File: src/rtl/pc_next_unit.sv
module pc_next_unit #(
  parameter int AW = 16,
  parameter int DW = 8
) (
  input  logic          clk,
  input  logic          rst_n,
  input  logic          step,
  input  logic [3:0]    src_sel,
  input  logic [1:0]    len,
  input  logic [DW-1:0] rel_off,
  input  logic [AW-1:0] long_tgt,
  input  logic [DW-1:0] acc,
  input  logic          tbl_pc_base,
  input  logic          dp_wr,
  input  logic          dp_hi,
  input  logic [DW-1:0] dp_wdata,
  output logic [AW-1:0] pc,
  output logic [AW-1:0] dptr,
  output logic [AW-1:0] code_addr,
  output logic          sel_err
);
  localparam int SEQ = 0;
  localparam int REL = 1;
  localparam int LNG = 2;
  localparam int IDX = 3;

  logic [AW-1:0] pc_q, dptr_q, pc_d;
  logic [AW-1:0] seq_addr, rel_addr, idx_addr, acc_z;
  logic          sel_ok;

  assign acc_z    = {{(AW-DW){1'b0}}, acc};
  assign seq_addr = pc_q + {{(AW-2){1'b0}}, len};
  assign rel_addr = seq_addr + {{(AW-DW){rel_off[DW-1]}}, rel_off};
  assign idx_addr = dptr_q + acc_z;
  assign sel_ok   = (src_sel != 4'b0) && ((src_sel & (src_sel - 4'd1)) == 4'b0);

  always_comb begin
    pc_d = pc_q;
    if (step && sel_ok) begin
      unique case (1'b1)
        src_sel[SEQ]: pc_d = seq_addr;
        src_sel[REL]: pc_d = rel_addr;
        src_sel[LNG]: pc_d = long_tgt;
        src_sel[IDX]: pc_d = idx_addr;
        default:      pc_d = pc_q;
      endcase
    end
  end

  always_ff @(posedge clk or negedge rst_n) begin
    if (!rst_n) begin
      pc_q    <= '0;
      sel_err <= 1'b0;
    end else begin
      pc_q    <= pc_d;
      sel_err <= step && !sel_ok;
    end
  end

  always_ff @(posedge clk or negedge rst_n) begin
    if (!rst_n) dptr_q <= '0;
    else if (dp_wr) begin
      if (dp_hi) dptr_q[AW-1:DW] <= dp_wdata[AW-DW-1:0];
      else       dptr_q[DW-1:0]  <= dp_wdata;
    end
  end

  assign pc        = pc_q;
  assign dptr      = dptr_q;
  assign code_addr = acc_z + (tbl_pc_base ? seq_addr : dptr_q);
endmodule

File: config.mk
export PLATFORM = sky130hd
export DESIGN_NAME = pc_next_unit
export DESIGN_NICKNAME = d
export VERILOG_FILES = /design/src/rtl/pc_next_unit.sv
export SDC_FILE = /design/constraint.sdc
export NUM_CORES = 1
export LEC_CHECK = 0
export BUFFER_PORTS_ARGS = -buffer_cell sky130_fd_sc_hd__buf_2
export CAP_MARGIN = 20
export CORE_UTILIZATION = 50
export CTS_CLUSTER_DIAMETER = 120
export DETAILED_ROUTE_END_ITERATION = 8
export PLACE_DENSITY = 0.76
export SETUP_SLACK_MARGIN = 0.15
export SYNTH_ARGS = -nofsm -noshare
export SYNTH_HDL_FRONTEND = slang
export SYNTH_SLANG_ARGS = --single-unit
File: constraint.sdc
create_clock -name clk -period 4.1 [get_ports clk]
set_clock_uncertainty 0.2 [all_clocks]
set_input_delay 0.41 -clock clk [delete_from_list [all_inputs] [get_ports clk]]
set_output_delay 0.41 -clock clk [all_outputs]
set_load 0.02 [all_outputs]
After elaboration in Yosys (flattened, before gate mapping):

Cells that the tools add are included.

* flip-flop bits (word level): 33
* bits of input ports: 52
* output and inout bits: 49
* logic and storage cells: 22

* add/subtract/negate cells: 5
* mux-type cells: 2
* bitwise operators: 2
* reductions and logical operators: 9

Operators with widths (count)
* one-hot mux 16 bit (4 select lines): 1
* adder 16 bit: 1
* adder 16 x 2 -> 16 bit: 1
* adder 16 x 8 -> 16 bit: 1
* adder 8 x 16 -> 16 bit: 1
* 2-to-1 mux 16 bit: 1
* AND reduction 2 bit: 3
* AND 4 bit: 1
* zero test 4 bit: 1
* nonzero test 4 bit: 1
* subtractor 4 x 1 -> 4 bit, second input constant: 1
* logical AND 1 bit: 3
* zero test 1 bit: 1
* inverter 1 bit: 1

Logic depth before layout (Yosys ltp):

* word-level depth: 6
* gate-level depth with buffers: 14
* depth with buffers taken out: 14

Least setup slack after synthesis:

Ideal clock, no wire load.

* path type: input to output
* from: input port tbl_pc_base
* to: output port code_addr[15]
* data arrival time: 3310 ps
* required time: 3490 ps
* path slack: 180 ps
* cell stages on the path: 12
* path buffers: 3
* cell sequence: clkbuf_1 clkbuf_1 clkbuf_1 mux2_2 ha_1 nand2_1 o21ai_0 o31ai_1 a21oi_1 nand4_1 a21oi_1 xor2_1

* word-level cells in the longest chain between the ends: 2

Ends and longest elaborated chain
* start: declaration: RTL line 13 `input logic tbl_pc_base,`
* 2-to-1 mux 16 bit: RTL line 70 `assign code_addr = acc_z + (tbl_pc_base ? seq_addr : dptr_q);`
* adder 8 x 16 -> 16 bit: RTL line 70
* end: declaration: RTL line 19 `output logic [AW-1:0] code_addr,`

No other way between the ends.

Worst setup path in the final report:

* from: register pc_q[0] (netlist: pc[0])
* to: output port code_addr[13]

* word-level cells in the longest chain between the ends: 3

Ends and longest elaborated chain
* start: declaration: RTL line 27 `logic [AW-1:0] pc_q, dptr_q, pc_d;`
* start signal: assignment: RTL line 55 `pc_q <= pc_d;`
* adder 16 x 2 -> 16 bit: RTL line 32 `assign seq_addr = pc_q + {{(AW-2){1'b0}}, len};`
* 2-to-1 mux 16 bit: RTL line 70
* adder 8 x 16 -> 16 bit: RTL line 70

No other way between the ends.

==> metrics.yaml <==
outcome: "finished clean"
met2_usage: 0.468
ys.flop_type: "dfrtp_1"
grt_pass1_vias: 3586
avgSynthCellArea_um2: 8.38
grt_max_degree: 34
grt_pass1_wl_um: 17500
diodes: 0
powerDensity_nw_per_um2: 696
leakage_nw: 2.05
r2r-start: "pc[0]"
drive_above_1_share: 0.304
place_congestion: 0.894
routed_wl_um: 11200
peakVddDrop_v: 0.000421
fmax_ghz: 0.253
fp.dieH_um: 89.4
numPortBuffers: 100
antenna_found_initial: 0
reg2reg_slack_ns: 0.30
power_w: 0.00328
multi_input_area_um2: 2980
initial_utilization: 0.520
die_area_um2: 7980
min_path_type: "in2async"
layoutNonFillerInstCount: 659
setup_viol: 0
dr_total_vias: 3994
synth_cells: 455
crit_type: "reg2out"
syn_nets: 545
final_cell_mix: "buf_2 (96), nand2_1 (40), nor2_1 (37)"
routedWlPerCell_um: 17.0
seq_area_um2: 827
grt_use_met1: 0.395
hold_buffers: 0
drc_errors: 0
min_period_ns: 3.96
gr-total-overflow: 0
boundaryPins: 101
crit_path_end_kind: "primary output"
drt-initial-drc-count: 450
numCtsBuffers: 5
period_share: 0.966
ys_ff_latch: 33
worst_slew_pin_slew_ns: 0.964
syn2layout_area_growth_pct: 23.5
cts.sinks: 33
fillerInstances: 609
track_usage: 0.286
reg2regPathDepth: 15
dpl.hpwl_um: 8680
worstSkewPairLatency_ns: 0.29
drv_slew: 0
viasPerCell: 6.06
htreeDepth: 2
globalRoute.busiestLayer: "met2"
ys_warn_count: 0
use_met3: 0.0360
crit_arrival_ns: 3.35
path_clk_slew_ns: 0.07
die_w_um: 89.4
critPathLaunchType: "register"
synth_cell_types: 58
synth_edf_count: 0
startpoint: "pc[0]"
maxCapViolCount: 0
cts_tree: "done"
rows: 31
place_inst: 644
synth_area_um2: 3810
coreArea_um2: 7330
dr.pass1.iters: 5
ys_seq_area_frac: 0.216
crit_path_max_fanout: 5
layout.nets: 649
timing.final.hold_violations: 0
cts_buffer_depth: 2
async_flop_share: 1.00
detail-route-antenna-nets: 0
slew_headroom: 0.352
rsz0062_at_grt: "yes"
worst_ep_required_time_ns: 3.49
fin_tns_setup_ns: 0
root_buffer: "clkbuf_8"
final_common_cell: "buf_2"
-- synthesized netlist by cell type (3+ instances only) --
library cell | instances | share of area
a211oi_1 | 3 | 0.0059
a21o_1 | 3 | 0.0059
a21oi_1 | 33 | 0.043
a221oi_1 | 10 | 0.023
a222oi_1 | 4 | 0.010
a31oi_1 | 8 | 0.013
a32oi_1 | 3 | 0.0069
and3_1 | 4 | 0.0066
buf_2 | 6 | 0.0079
clkbuf_1 | 12 | 0.012
dfrtp_1 | 33 | 0.22
fa_1 | 4 | 0.021
ha_1 | 34 | 0.11
inv_1 | 19 | 0.019
mux2_2 | 25 | 0.074
mux2i_1 | 3 | 0.0079
nand2_1 | 40 | 0.039
nand2b_1 | 4 | 0.0066
nand3_1 | 14 | 0.018
nand4_1 | 8 | 0.013
nor2_1 | 38 | 0.037
nor2b_1 | 6 | 0.0098
nor3_1 | 7 | 0.0092
nor3b_1 | 3 | 0.0059
o21a_1 | 7 | 0.014
o21ai_0 | 21 | 0.028
o22ai_1 | 6 | 0.0098
o31ai_1 | 6 | 0.012
or3_1 | 4 | 0.0066
xnor2_1 | 28 | 0.064
xor2_1 | 25 | 0.057
-- final timing paths --
check                                end
max                        code_addr[13]
min                               pc[14]
max reg2reg                       pc[14]
min reg2reg                      dptr[3]
max in group asynchronous          pc[1]
min in group clk                dptr[13]
-- what timing repair did --
action / CTS / global route
buffers inserted: 1 / 6
endpoints found under the setup margin: 9 / 10
pin swaps: 4 / 8
gates resized for setup: 19 / 10
-- worst max-delay path, cell delays in order, from the launching register on --
cell and delay, ns:
dfrtp_1 0.42, ha_4 0.18, fa_2 0.41, and3_4 0.19, and3_4 0.20, xnor2_4 0.13, mux2_4 0.28, ha_4 0.26
o21a_1 0.13, nor2_2 0.05, a21oi_2 0.15, nand4_1 0.17, nor2_1 0.15, xnor2_1 0.14, buf_2 0.19
-- kinds of logic (layout without fill, tap and decap cells) --
| family | after synthesis | count (layout) | share of synthesized area |
|---|---|---|---|
| XOR/XNOR | 53 | 53 | 0.122 |
| adder cells (fa/ha/maj) | 38 | 38 | 0.133 |
| multiplexers | 28 | 28 | 0.0817 |
| buffers and inverters | 37 | 142 | 0.0384 |
| AND/OR/NAND/NOR | 137 | 137 | 0.179 |
| flip-flops | 33 | 33 | 0.216 |
| AO/OA/AOI/OAI | 129 | 129 | 0.230 |
-- area by class of cell --
type / count / share of cell area
inverters: 19 / 0.0151
well taps: 99 / 0.0263
clock buffers: 8 / 0.0170
repair buffers: 115 / 0.132
multi-input cells: 385 / 0.634
flip-flops and latches: 33 / 0.176
-- power by group --
part	internal [W]	switching [W]
Combinational	0.00103	0.00140
Clock	0.000121	0.000119
Sequential	0.000419	0.000188
-- state kept, by name, summed over array words and instances, names as in the netlist --
signal	count
pc	16
sel_err	1
dptr	16
-- routing by layer --
metal,vias to the layer above,share of wire
met3,25,0.070
met1,1875,0.43
li1,1906,-
met2,188,0.48
met5,-,0
met4,0,0.020
-- per-stage QoR --
step / worst slack (ns) / utilization / area [µm²] / hold WS (ns)
5_1_grt: 0.0150 / 0.642 / 4710 / 0.0579
2_1_floorplan: 0.180 / - / 3810 / -0.0856
3_3_place_gp: 0.145 / 0.604 / 4420 / 0.320
3_5_place_dp: 0.0489 / 0.604 / 4420 / 0.319
6_report: 0.141 / 0.642 / 4710 / 0.00318
4_1_cts: 0.147 / 0.629 / 4610 / 0.0204
(Power assumes the default switching activity.)
